`src/rtl/gpio_irq_pkg.sv`:
```
package gpio_irq_pkg;

  localparam int ADDR_W = 12;

  localparam logic [ADDR_W-1:0] OFS_POL = 12'h290;
  localparam logic [ADDR_W-1:0] OFS_SEL = 12'h294;
  localparam logic [ADDR_W-1:0] OFS_OE  = 12'h29C;
  localparam logic [ADDR_W-1:0] OFS_OUT = 12'h2A0;
  localparam logic [ADDR_W-1:0] OFS_IN  = 12'h2A4;

  typedef enum logic [2:0] {
    REG_NONE,
    REG_POL,
    REG_SEL,
    REG_OE,
    REG_OUT,
    REG_IN
  } reg_id_e;

  function automatic reg_id_e decode_ofs(input logic [ADDR_W-1:0] a);
    case (a)
      OFS_POL: return REG_POL;
      OFS_SEL: return REG_SEL;
      OFS_OE:  return REG_OE;
      OFS_OUT: return REG_OUT;
      OFS_IN:  return REG_IN;
      default: return REG_NONE;
    endcase
  endfunction

endpackage

```
`src/rtl/gpio_rst_sync.sv`:
```
module gpio_rst_sync #(
  parameter int STAGES = 2
) (
  input  logic clk,
  input  logic rst_n,
  output logic rst_sync_n
);

  logic [STAGES-1:0] sh_q;
  logic [STAGES-1:0] sh_d;

  always_comb sh_d = {sh_q[STAGES-2:0], 1'b1};

  always_ff @(posedge clk or negedge rst_n) begin
    if (!rst_n) sh_q <= '0;
    else        sh_q <= sh_d;
  end

  assign rst_sync_n = sh_q[STAGES-1];

endmodule

```
`src/rtl/gpio_in_sync.sv`:
```
module gpio_in_sync #(
  parameter int WIDTH = 22
) (
  input  logic             clk,
  input  logic             rst_n,
  input  logic [WIDTH-1:0] async_in,
  output logic [WIDTH-1:0] sync_out
);

  logic [WIDTH-1:0] meta_q;
  logic [WIDTH-1:0] stab_q;

  always_ff @(posedge clk or negedge rst_n) begin
    if (!rst_n) begin
      meta_q <= '0;
      stab_q <= '0;
    end else begin
      meta_q <= async_in;
      stab_q <= meta_q;
    end
  end

  assign sync_out = stab_q;

endmodule

```
`src/rtl/gpio_regs.sv`:
```
module gpio_regs
  import gpio_irq_pkg::*;
#(
  parameter int NUM_PINS = 22,
  parameter int DATA_W   = 32
) (
  input  logic              clk,
  input  logic              rst_n,
  input  logic [ADDR_W-1:0] bus_addr,
  input  logic              bus_wen,
  input  logic [DATA_W-1:0] bus_wdata,
  output logic [DATA_W-1:0] bus_rdata,
  input  logic [NUM_PINS-1:0] pin_lvl,
  output logic [NUM_PINS-1:0] pol_q,
  output logic [DATA_W-1:0]   sel_q,
  output logic [NUM_PINS-1:0] oe_q,
  output logic [NUM_PINS-1:0] out_q
);

  reg_id_e id;
  logic    pol_en, sel_en, oe_en, out_en;
  logic [NUM_PINS-1:0] pin_d;

  always_comb begin
    id     = decode_ofs(bus_addr);
    pol_en = bus_wen && (id == REG_POL);
    sel_en = bus_wen && (id == REG_SEL);
    oe_en  = bus_wen && (id == REG_OE);
    out_en = bus_wen && (id == REG_OUT);
    pin_d  = bus_wdata[NUM_PINS-1:0];
  end

  always_ff @(posedge clk or negedge rst_n) begin
    if (!rst_n)      pol_q <= '0;
    else if (pol_en) pol_q <= pin_d;
  end

  always_ff @(posedge clk or negedge rst_n) begin
    if (!rst_n)      sel_q <= '0;
    else if (sel_en) sel_q <= bus_wdata;
  end

  always_ff @(posedge clk or negedge rst_n) begin
    if (!rst_n)     oe_q <= '0;
    else if (oe_en) oe_q <= pin_d;
  end

  always_ff @(posedge clk or negedge rst_n) begin
    if (!rst_n)      out_q <= '0;
    else if (out_en) out_q <= pin_d;
  end

  always_comb begin
    bus_rdata = '0;
    case (id)
      REG_POL: bus_rdata[NUM_PINS-1:0] = pol_q;
      REG_SEL: bus_rdata               = sel_q;
      REG_OE:  bus_rdata[NUM_PINS-1:0] = oe_q;
      REG_OUT: bus_rdata[NUM_PINS-1:0] = out_q;
      REG_IN:  bus_rdata[NUM_PINS-1:0] = pin_lvl;
      default: bus_rdata               = '0;
    endcase
  end

endmodule

```
`src/rtl/gpio_irq_map.sv`:
```
module gpio_irq_map #(
  parameter int NUM_IRQ = 6
) (
  input  logic [NUM_IRQ-1:0] en_win,
  input  logic [NUM_IRQ-1:0] lvl_win,
  input  logic [NUM_IRQ-1:0] pol_win,
  output logic [NUM_IRQ-1:0] irq
);

  for (genvar k = 0; k < NUM_IRQ; k++) begin : g_line
    // polarity 1: high level requests; polarity 0: low level requests
    assign irq[k] = en_win[k] & ~(lvl_win[k] ^ pol_win[k]);
  end

endmodule

```
`src/rtl/gpio_irq_router.sv`:
```
module gpio_irq_router
  import gpio_irq_pkg::*;
#(
  parameter int NUM_PINS = 22,
  parameter int NUM_IRQ  = 6,
  parameter int IRQ_BASE = 8,
  parameter int DATA_W   = 32
) (
  input  logic                clk,
  input  logic                rst_n,
  input  logic [ADDR_W-1:0]   bus_addr,
  input  logic                bus_wen,
  input  logic [DATA_W-1:0]   bus_wdata,
  output logic [DATA_W-1:0]   bus_rdata,
  input  logic [NUM_PINS-1:0] pad_in,
  output logic [NUM_PINS-1:0] pad_out,
  output logic [NUM_PINS-1:0] pad_oe,
  output logic [NUM_IRQ-1:0]  irq_req
);

  localparam int SEL_BITS = 2;

  logic                rst_core_n;
  logic [NUM_PINS-1:0] pin_lvl;
  logic [NUM_PINS-1:0] pol_q;
  logic [DATA_W-1:0]   sel_q;
  logic [NUM_PINS-1:0] oe_q;
  logic [NUM_PINS-1:0] out_q;
  logic [NUM_IRQ-1:0]  en_win, lvl_win, pol_win;

  gpio_rst_sync #(.STAGES(2)) u_rst (
    .clk        (clk),
    .rst_n      (rst_n),
    .rst_sync_n (rst_core_n)
  );

  gpio_in_sync #(.WIDTH(NUM_PINS)) u_sync (
    .clk      (clk),
    .rst_n    (rst_core_n),
    .async_in (pad_in),
    .sync_out (pin_lvl)
  );

  gpio_regs #(.NUM_PINS(NUM_PINS), .DATA_W(DATA_W)) u_regs (
    .clk       (clk),
    .rst_n     (rst_core_n),
    .bus_addr  (bus_addr),
    .bus_wen   (bus_wen),
    .bus_wdata (bus_wdata),
    .bus_rdata (bus_rdata),
    .pin_lvl   (pin_lvl),
    .pol_q     (pol_q),
    .sel_q     (sel_q),
    .oe_q      (oe_q),
    .out_q     (out_q)
  );

  for (genvar k = 0; k < NUM_IRQ; k++) begin : g_win
    localparam int PIN = IRQ_BASE + k;
    assign en_win[k]  = sel_q[SEL_BITS*PIN];
    assign lvl_win[k] = pin_lvl[PIN];
    assign pol_win[k] = pol_q[k];
  end

  gpio_irq_map #(.NUM_IRQ(NUM_IRQ)) u_map (
    .en_win  (en_win),
    .lvl_win (lvl_win),
    .pol_win (pol_win),
    .irq     (irq_req)
  );

  assign pad_out = out_q;
  assign pad_oe  = oe_q;

endmodule

```
`config.mk`:
```
export PLATFORM = sky130hd
export DESIGN_NAME = gpio_irq_router
export DESIGN_NICKNAME = d
export VERILOG_FILES = /design/src/rtl/gpio_irq_pkg.sv /design/src/rtl/gpio_rst_sync.sv /design/src/rtl/gpio_in_sync.sv /design/src/rtl/gpio_regs.sv /design/src/rtl/gpio_irq_map.sv /design/src/rtl/gpio_irq_router.sv
export SDC_FILE = /design/constraint.sdc
export NUM_CORES = 1
export LEC_CHECK = 0
export BUFFER_PORTS_ARGS = -buffer_cell sky130_fd_sc_hd__buf_2
export CAP_MARGIN = 20
export CORE_MARGIN = 2
export CORE_UTILIZATION = 57
export DETAILED_ROUTE_END_ITERATION = 7
export GPL_ROUTABILITY_DRIVEN = 0
export PLACE_DENSITY_LB_ADDON = 0.25
export SETUP_SLACK_MARGIN = 0.05
export SYNTH_ARGS = -nofsm -noshare
export SYNTH_HDL_FRONTEND = slang
export SYNTH_SLANG_ARGS = --single-unit
```
`constraint.sdc`:
```
create_clock -name clk -period 11.4 [get_ports clk]
set_input_delay 1.71 -clock clk [delete_from_list [all_inputs] [get_ports clk]]
set_output_delay 1.71 -clock clk [all_outputs]
set_load 0.02 [all_outputs]
```
[Word level (Yosys, flattened, before mapping)]
Index checks and enable logic that the tools add are counted.
Word-level totals
  register bits after elaboration: 144
  input bits: 69
  output and inout port bits: 82
Cells by class
  equality and inequality tests: 10
  muxes and demuxes: 3
  bitwise gates (word level): 18
  reduce and logical (&&, ||, !) cells: 4
Operators by type and width (count)
  case mux 22 bit (5 select lines): 1
  == test 12 x 10 -> 1 bit (second input constant): 5
  case mux 3 bit (5 select lines): 1
  2-to-1 mux 10 bit: 1
  AND 1 bit: 6
  == test 3 x 2 -> 1 bit (second input constant): 2
  == test 3 bit (second input constant): 2
  inverter 1 bit: 6
  bitwise XOR 1 bit: 6
  logical AND 1 bit: 4
  == test 3 x 1 -> 1 bit (second input constant): 1

[Logic depth before layout (Yosys ltp)]
Gate-level depths: netlist (run 1).
  depth after elaboration: 4
  depth in mapped cells: 6
  gate-level depth less buffers: 3

[Hierarchy]
Synthesis (run 1) repeated with hierarchy kept, for this count alone.
Unflattened totals
  cells, all modules: 415
  area total of the unflattened synthesis: 6095.8 um^2
By module, submodules not included
  gpio_regs: times used 1, cells each 356, area an instance 4850.9 um^2
  gpio_in_sync: times used 1, cells each 44, area an instance 1101.1 um^2
  gpio_irq_map: times used 1, cells each 12, area an instance 90.1 um^2
  gpio_rst_sync: times used 1, cells each 3, area an instance 53.8 um^2

[Least setup slack after synthesis (run 1)]
No wires, ideal clock.
  kind: input to output
  start: input port bus_addr[2]
  end: output port bus_rdata[0]
  arrival: 3.016 ns
  slack: 6.674 ns
  stages on the path: 5
  cell sequence: buf_4 > nor4b_4 > clkbuf_1 > a22oi_1 > a21oi_1
On the way
  longest elaborated chain between the ends: 4
Ends and longest elaborated chain
  start: declaration: line gpio_irq_router.sv:11  | input logic [ADDR_W-1:0] bus_addr,
  == test 12 x 10 -> 1 bit: line gpio_irq_pkg.sv:21  | case (a)
  case mux 3 bit (5 select lines) (*): line gpio_irq_pkg.sv:21
  == test 3 bit, or another cell as far along: line gpio_regs.sv:55  | case (id)
  case mux 22 bit (5 select lines) (*): line gpio_regs.sv:55
  end: declaration: line gpio_irq_router.sv:14  | output logic [DATA_W-1:0] bus_rdata,
Every way passes the cells marked *; elsewhere a longest branch is shown, timed or not.

[Worst setup path in the final report (run 1)]
  start: input port bus_addr[2]
  end: output port bus_rdata[20]
The elaborated chain is that of the path after synthesis.

==> results of run 1 <==
report_power, final:
part           internal, uW  switching (uW)  total (uW)
Combinational          18.4            25.0        43.4
Clock                   455             201         656
Sequential              521            8.11         529
sequential cells by signal, summed over array words and instances, names as in the netlist:
register	flops
u_rst.sh_q	2
u_regs.out_q	22
u_regs.pol_q	22
u_regs.sel_q	32
u_sync.sync_out	22
u_sync.meta_q	22
u_regs.oe_q	22
critical path: stages:
cell	delay [ns]
buf_2	0.57
nor4bb_4	0.83
buf_4	0.41
a22oi_1	0.14
a21oi_1	0.16
buf_2	0.21
path summary, 6_finish.rpt:
| check | startpoint | to | slack [ns] | depth (start not counted) |
|---|---|---|---|---|
| worst min-delay path | u_sync.meta_q[5] | u_sync.sync_out[5] | 0.35 | 0 |
| worst max register to register | u_rst.sh_q[1] | u_sync.meta_q[11] | 9.49 | 1 |
| min in group asynchronous | u_rst.sh_q[1] | u_sync.meta_q[20] | 0.42 | 0 |
| worst max-delay path | bus_addr[2] | bus_rdata[20] | 5.63 | 6 |
| worst min register to register | u_sync.meta_q[5] | u_sync.sync_out[5] | 0.35 | 0 |
| max in group asynchronous | u_rst.sh_q[1] | u_sync.meta_q[11] | 9.49 | 1 |
layout make-up:
class                           instances  area (sq um)  share of cell area
Sequential cell                       144          3607              0.4847
Timing Repair Buffer                  156         803.3              0.1079
Clock buffer                           21         449.2             0.06036
Clock inverter                         11         257.7             0.03463
Multi-Input combinational cell        222          2155              0.2895
Tap cell                              136         170.2             0.02286
metal layers:
| metal | vias up | routed length (microns) | track usage |
|---|---|---|---|
| met5 | - | 0 | 0 |
| met4 | 0 | 214 | 0.1071 |
| met3 | 19 | 882 | 0.06308 |
| met2 | 176 | 7188 | 0.4304 |
| met1 | 2049 | 5820 | 0.3438 |
| li1 | 1747 | - | - |
kinds of logic after synthesis:
| group | after synthesis |
|---|---|
| compound gates | 66 |
| xor+xnor | 6 |
| buf+inv | 26 |
| flops | 144 |
| mux | 120 |
| other cells | 1 |
| simple gates | 29 |
layout by cell type, fill, tap and decap left out, drive strengths merged:
master / n
buf: 156
dfrtp: 144
mux2: 120
a22oi: 44
a21oi: 22
clkbuf: 21
and3: 10
bufinv: 8
and2: 7
xnor2: 6
nand4: 4
nor4b: 4
clkinv: 2
nor3b: 1
and4b: 1
nor4bb: 1
nand2: 1
clkinvlp: 1
conb: 1
stage by stage:
step	setup slack (ns)	area (sq um)
finish	5.635	7442
global route	5.524	7442
CTS	5.602	7427
detailed placement	5.696	6720
global placement	5.695	6720
floorplan	6.674	5874
==> impl_metrics.yaml, run 1 <==
clock_tree:
  worstSkewPairLatency_ns: 0.52
  clk_path_buf_depth: 2
  cts_hold_buf: 0
  post_cts_buffers: 0
  clk_pin_slew_ns: 0.06
  cts_sinks: 144
  cts-root-buf: "clkbuf_8"
  cts-resized-gates: 0
  cts_made_buffers: 17
  cts-htree-levels: 4
  cts_tree: "built"
yosys:
  synthXorXnorAreaFrac: 0.008946
  synthCells: 392
  synth_edf_count: 0
  ys_top_cells_by_area: "dfrtp_1 (61%), mux2_2 (21%), a22oi_1 (5.6%)"
  synth_top_family_by_area: "multiplexers"
  ys_top_cells_by_count: "dfrtp_1 (144), mux2_2 (107), a22oi_1 (44)"
  synth.area.mux_share: 0.2332
  ys_types: 22
  synth_area_sq_mm: 0.005874
  synth.avg_cell_area_sq_um: 14.99
  ys_seq_area_frac: 0.6134
  synth_compound_area_frac: 0.07497
  yosys_warnings: 0
  yosysTopAreaCellShare: 0.6134
  synth_ff_type: "dfrtp_1"
  synthArstFlopShare: 1.000
  synth-simple-area-share: 0.04558
  synthMostInstantiatedCell: "dfrtp_1"
  syn_nets: 461
  yosys.area_share.adder: 0
  yosysTopAreaCell: "dfrtp_1"
  synth_seq_cells: 144
timing:
  grt_setup_unrepaired: "no"
  layout_min_cycle_time_ns: 5.765
  fin_crit_sh: 0.5057
  max_freq_mhz: 173.5
  drv_slew: 0
  worst_slew_pin_slew_ns: 1.033
  hold_violations: 0
  fin_worst_skew_ns: 0.01216
  hold_slack_ns: 0.3456
  slew_headroom: 0.3094
  setup_tns_ns: 0
  setup_viol: 0
die:
  die_area_sq_mm: 0.01113
  core-area_sq_mm: 0.01018
  die_x_microns: 105.5
  die_h_microns: 105.5
  io_pins: 151
  row_count: 37
  start_util: 0.5768
grt:
  antenna_found_initial: 0
  track_usage: 0.2643
  grt_pass1_vias: 4062
  grt_pass1_wl_mm: 21.98
  globalRouteOverflowTotal: 0
  grt_max_degree: 79
layout:
  fillers: 696
  nNetsFinal: 610
  drive_gt1_frac: 0.5560
  utilization: 0.7307
  layoutNonFillerInstCount: 690
  diodes: 0
  area_growth_pct: 26.69
pwr:
  ir_drop_mv: 0.1060
  p_total_uw: 1229
  p_leak_uw: 0.003947
  power.density_mw_per_mm2: 165.1
routing:
  via_per_inst: 5.784
  wirelength_mm: 14.11
  routedWlPerCell_microns: 20.44
  ant_nets: 0
  drt_pass1_iterations: 5
  drc: 0
  drt_iter0_markers: 221
  via_count: 3991
place:
  portBuffers: 150
  placed_cells: 657
  hpwl_mm: 8.938
job:
  drv_cap: 0
setup_path:
  arrival_ns: 4.06
  end_kind: "output port"
  worstPathMaxFanout: 26
  required_ns: 9.69
  crit_type: "input pin to output port"
  cp-start-kind: "input pin"
outcome:
  outcome: "complete, no violations"
min_path:
  hold_path_class: "flop to flop"
Power figures use the tool's default switching activity.
==> inputs of run 2 (changes only) <==
CORE_UTILIZATION = 48   (was 57)
clock period = 5.28 ns   (was 11.4 ns; I/O delays follow)
==> impl_metrics.yaml, run 2 (same netlist as run 1, synthesis figures left out) <==
die:
  die_h_microns: 114.6
  io_pins: 151
  start_util: 0.4911
  die_area_sq_mm: 0.01314
  die_x_microns: 114.6
  core-area_sq_mm: 0.01196
  row_count: 40
setup_path:
  cp-start-kind: "input pin"
  crit_family: "buffers and inverters"
  worstPathMaxFanout: 26
  cp_slowest_cell: "nor4bb_4"
  end_kind: "output port"
  arrival_ns: 3.08
  path_buf_inv: 3
  required_ns: 4.49
  critPathMaxStageDelay_ns: 0.72
  cpMostUsedCell: "buf_2"
  crit_type: "input pin to output port"
  worstPathCellList: "buf_2 -> nor4bb_4 -> buf_4 -> a22oi_1 -> a21oi_1 -> buf_2"
routing:
  drt_pass1_iterations: 4
  wl_met3_microns: 736
  top_layer: "met4"
  drc: 0
  ant_nets: 0
  drt_iter0_markers: 165
  wirelength_mm: 13.71
  wl_met1_mm: 6.017
  via_count: 3899
  dr_wl_met2_mm: 6.814
  routedWlPerCell_microns: 19.54
  via_per_inst: 5.554
layout:
  nNetsFinal: 611
  diodes: 0
  fillers: 930
  final_common_cell: "buf_2"
  largest_register_ffs: 32
  design_area_sq_mm: 0.007433
  most-common-layout-cells: "buf_2 (150), dfrtp_1 (143), mux2_2 (107)"
  area_growth_pct: 26.54
  top_register: "u_regs.sel_q"
  drive_gt1_frac: 0.5586
grt:
  globalRouteOverflowTotal: 0
  track_usage: 0.2215
  grt_pass1_wl_mm: 21.46
  antenna_found_initial: 0
  grt_pass1_vias: 3997
  grt_max_degree: 87
timing:
  worst_slew_pin_slew_ns: 1.048
  grt_setup_unrepaired: "no"
  slew_headroom: 0.3009
  fin_worst_skew_ns: 0.004829
  max_freq_mhz: 258.5
  setup_tns_ns: 0
  hold_violations: 0
  setup_viol: 0
  layout_min_cycle_time_ns: 3.869
  drv_slew: 0
  fin_crit_sh: 0.7327
min_path:
  hold_path_class: "flop to asynchronous set/reset pin"
clock_tree:
  clk_path_buf_depth: 2
  clk_pin_slew_ns: 0.05
  cts_made_buffers: 17
  cts_hold_buf: 0
  cts-root-buf: "clkbuf_16"
  worstSkewPairLatency_ns: 0.42
  cts-htree-levels: 4
  cts_sinks: 144
  post_cts_buffers: 0
  cts-resized-gates: 0
  cts_tree: "built"
place:
  hpwl_mm: 8.991
  dpl_cell_area_sq_mm: 0.006741
  portBuffers: 150
pwr:
  p_leak_uw: 0.003937
  ir_drop_mv: 0.1658
  power.density_mw_per_mm2: 344.0
job:
  drv_cap: 0
outcome:
  outcome: "complete, no violations"
==> run 2: changes by cell type in the layout (fill, tap and decap cells not counted), sizes merged <==
| cell | change |
|---|---|
| buf | +1 |
| bufinv | -3 |
| clkbuf | +1 |
| clkinv | +1 |
| clkinvlp | +1 |
==> run 2: cell type report <==
class                      instances  area, sq um  share of cell area
clock buffer                      22        484.2             0.06514
timing repair buffer             157        823.3              0.1108
multi-input combinational        222         2155              0.2899
sequential                       144         3607              0.4853
clock inverter                    10        180.2             0.02424
tap                              147        183.9             0.02474
==> run 2: worst register-to-register path, cell delays in order, from the launching register on <==
cell,delay [ns]
dfrtp_4,0.43
buf_4,0.31
buf_16,0.34
==> run 2: final timing paths <==
kind,start,endpoint,slack [ns],depth (start not counted)
min in group clk,u_sync.meta_q[9],u_sync.sync_out[9],0.35,0
worst min-delay path,u_rst.sh_q[1],u_sync.meta_q[20],0.1,0
worst max-delay path,bus_addr[2],bus_rdata[14],1.41,6
max in group asynchronous,u_rst.sh_q[1],u_regs.sel_q[24],4.34,2
worst max register to register,u_rst.sh_q[1],u_regs.sel_q[24],4.34,2
worst min register to register,u_rst.sh_q[1],u_sync.meta_q[20],0.1,0
==> run 2: per-layer routing <==
metal | vias up | global-route usage
met5 | - | 0
met4 | 0 | 0.06585
met3 | 12 | 0.06458
met2 | 124 | 0.3527
met1 | 2016 | 0.2963
li1 | 1747 | -
==> run 2: where the power goes <==
part	internal, uW	total, uW	switching, uW
registers	1130	1130	8.67
clock network	886	1320	433
logic	41.8	104	61.8
==> run 2: metrics by stage <==
step	hold slack (ns)	util	total power [uW]	std cells	worst slack, ns
5_1_grt	0.1060	0.6214	2647	702	1.263
2_1_floorplan	0.3312	-	1199	392	0.9708
6_report	0.09563	0.6214	2557	702	1.411
3_5_place_dp	0.09502	0.5636	1256	669	1.294
4_1_cts	0.09941	0.6191	2582	701	1.394
3_3_place_gp	0.09230	0.5636	1253	669	1.364
==> inputs of run 3 (changes only) <==
clock period = 3.1 ns   (was 5.28 ns; I/O delays follow)
==> impl_metrics.yaml, run 3 (same netlist as run 1, synthesis figures left out) <==
grt:
  grt_max_degree: 65
  grt.met2_usage: 0.3527
  globalRouteOverflowTotal: 0
  grt-busiest-layer: "met2"
  antenna_found_initial: 1
  grt_pass1_vias: 4142
  use_met3: 0.05717
  use_met1: 0.3071
  grt_pass1_wl_mm: 22.22
  track_usage: 0.2266
routing:
  ant_nets: 0
  wirelength_mm: 14.18
  drt_pass1_iterations: 4
  drc: 0
  drt_iter0_markers: 174
  routedWlPerCell_microns: 19.94
  via_count: 3968
  via_per_inst: 5.581
layout:
  largest_register_ffs: 32
  nNetsFinal: 620
  top_register: "u_regs.sel_q"
  area_growth_pct: 27.22
  fillers: 920
  final_common_cell: "buf_2"
  most-common-layout-cells: "buf_2 (150), dfrtp_1 (143), mux2_2 (107)"
  diodes: 0
  drive_gt1_frac: 0.5621
  utilization: 0.6248
  design_area_sq_mm: 0.007473
timing:
  max_freq_mhz: 396.7
  slew_headroom: 0.5190
  layout_min_cycle_time_ns: 2.521
  fin_crit_sh: 0.8131
  grt_setup_unrepaired: "no"
  fin_worst_skew_ns: 0.006894
  setup_viol: 0
  drv_slew: 0
  fin_ws_ns: 0.5795
  hold_violations: 0
  worst_slew_pin_slew_ns: 0.7214
  setup_tns_ns: 0
die:
  die_area_sq_mm: 0.01314
  die_x_microns: 114.6
  core-area_sq_mm: 0.01196
  die_h_microns: 114.6
  start_util: 0.4911
  io_pins: 151
  row_count: 40
setup_path:
  arrival_ns: 2.06
  worstPathCellList: "buf_2 -> nor4bb_4 -> buf_4 -> a22oi_1 -> a21oi_1 -> buf_2"
  crit_start: "bus_addr[2]"
  path_depth: 6
  required_ns: 2.63
  crit_family: "buffers and inverters"
  r2r_start: "u_rst.sh_q[1]"
  worstPathMaxFanout: 22
  path_buf_inv: 3
  end_kind: "output port"
  reg2reg_depth: 1
  cpMostUsedCell: "buf_2"
  cp_slowest_cell: "buf_2"
  critPathMaxStageDelay_ns: 0.39
  crit_type: "input pin to output port"
  cp-start-kind: "input pin"
min_path:
  hold_path_class: "input pin to flop"
  whs_path_depth: 1
  min_from: "pad_in[1]"
place:
  dpl_cell_area_sq_mm: 0.006822
  portBuffers: 150
  dp_slack_ns: 0.5763
  hpwl_mm: 9.286
clock_tree:
  worstSkewPairLatency_ns: 0.40
  cts_made_buffers: 17
  clk_path_buf_depth: 2
  cts-root-buf: "clkbuf_16"
  cts_tree: "built"
  clk_pin_slew_ns: 0.06
  cts_sinks: 144
  post_cts_buffers: 0
  cts-htree-levels: 4
pwr:
  power.density_mw_per_mm2: 573.3
  ir_drop_mv: 0.3218
  p_leak_uw: 0.003962
job:
  drv_cap: 0
outcome:
  outcome: "complete, no violations"
[run 3: cell count changes in the layout (fill, tap and decap cells not counted)]
cell / delta
buf_4: +8
buf_12: +1
buf_16: -1
bufinv_16: -1
clkbuf_1: +1
clkinv_2: -1
clkinv_4: +1
dlygate4sd3_1: +1
[run 3: per-layer routing]
| metal | wire length (microns) | share of wire |
|---|---|---|
| met5 | 11 | 0.00078 |
| met4 | 160 | 0.011 |
| met3 | 1085 | 0.077 |
| met2 | 6896 | 0.49 |
| met1 | 6027 | 0.43 |
[run 3: layout make-up]
| type | instances | area, sq um | share of cell area |
|---|---|---|---|
| Clock buffer | 23 | 488.0 | 0.06529 |
| Clock inverter | 9 | 153.9 | 0.02059 |
| Multi-Input combinational cell | 222 | 2155 | 0.2883 |
| Sequential cell | 144 | 3607 | 0.4827 |
| Tap cell | 147 | 183.9 | 0.02461 |
| Timing Repair Buffer | 166 | 885.9 | 0.1185 |
[run 3: what timing repair did]
| action | in CTS | in global routing |
|---|---|---|
| gates resized for setup | 0 | 0 |
| hold endpoints to repair | 2 | 0 |
| hold buffers | 1 | 0 |
[run 3: metrics by stage]
| step | hold slack [ns] | std cells | power, uW |
|---|---|---|---|
| after global routing | 0.1388 | 711 | 4440 |
| after detailed placement | 0.2518 | 678 | 2146 |
| after global placement | 0.2502 | 678 | 2139 |
| final | 0.1625 | 711 | 4284 |
| after floorplan | 0.1694 | 392 | 2042 |
| after CTS | 0.1451 | 711 | 4324 |
[run 3: power breakdown]
group | switching (uW) | internal, uW | leakage [uW]
Sequential | 27.1 | 1920 | 0.00190
Clock | 742 | 1430 | 0.000309
Combinational | 93.8 | 72.3 | 0.00175
[run 3: final timing paths]
check / endpoint / slack (ns)
setup / recovery: bus_rdata[1] / 0.58
hold / removal: u_sync.meta_q[1] / 0.16
setup reg to reg: u_sync.meta_q[7] / 1.90
hold reg to reg: u_sync.sync_out[10] / 0.35
max in group asynchronous: u_sync.meta_q[7] / 1.90
min in group asynchronous: u_rst.sh_q[1] / 0.37
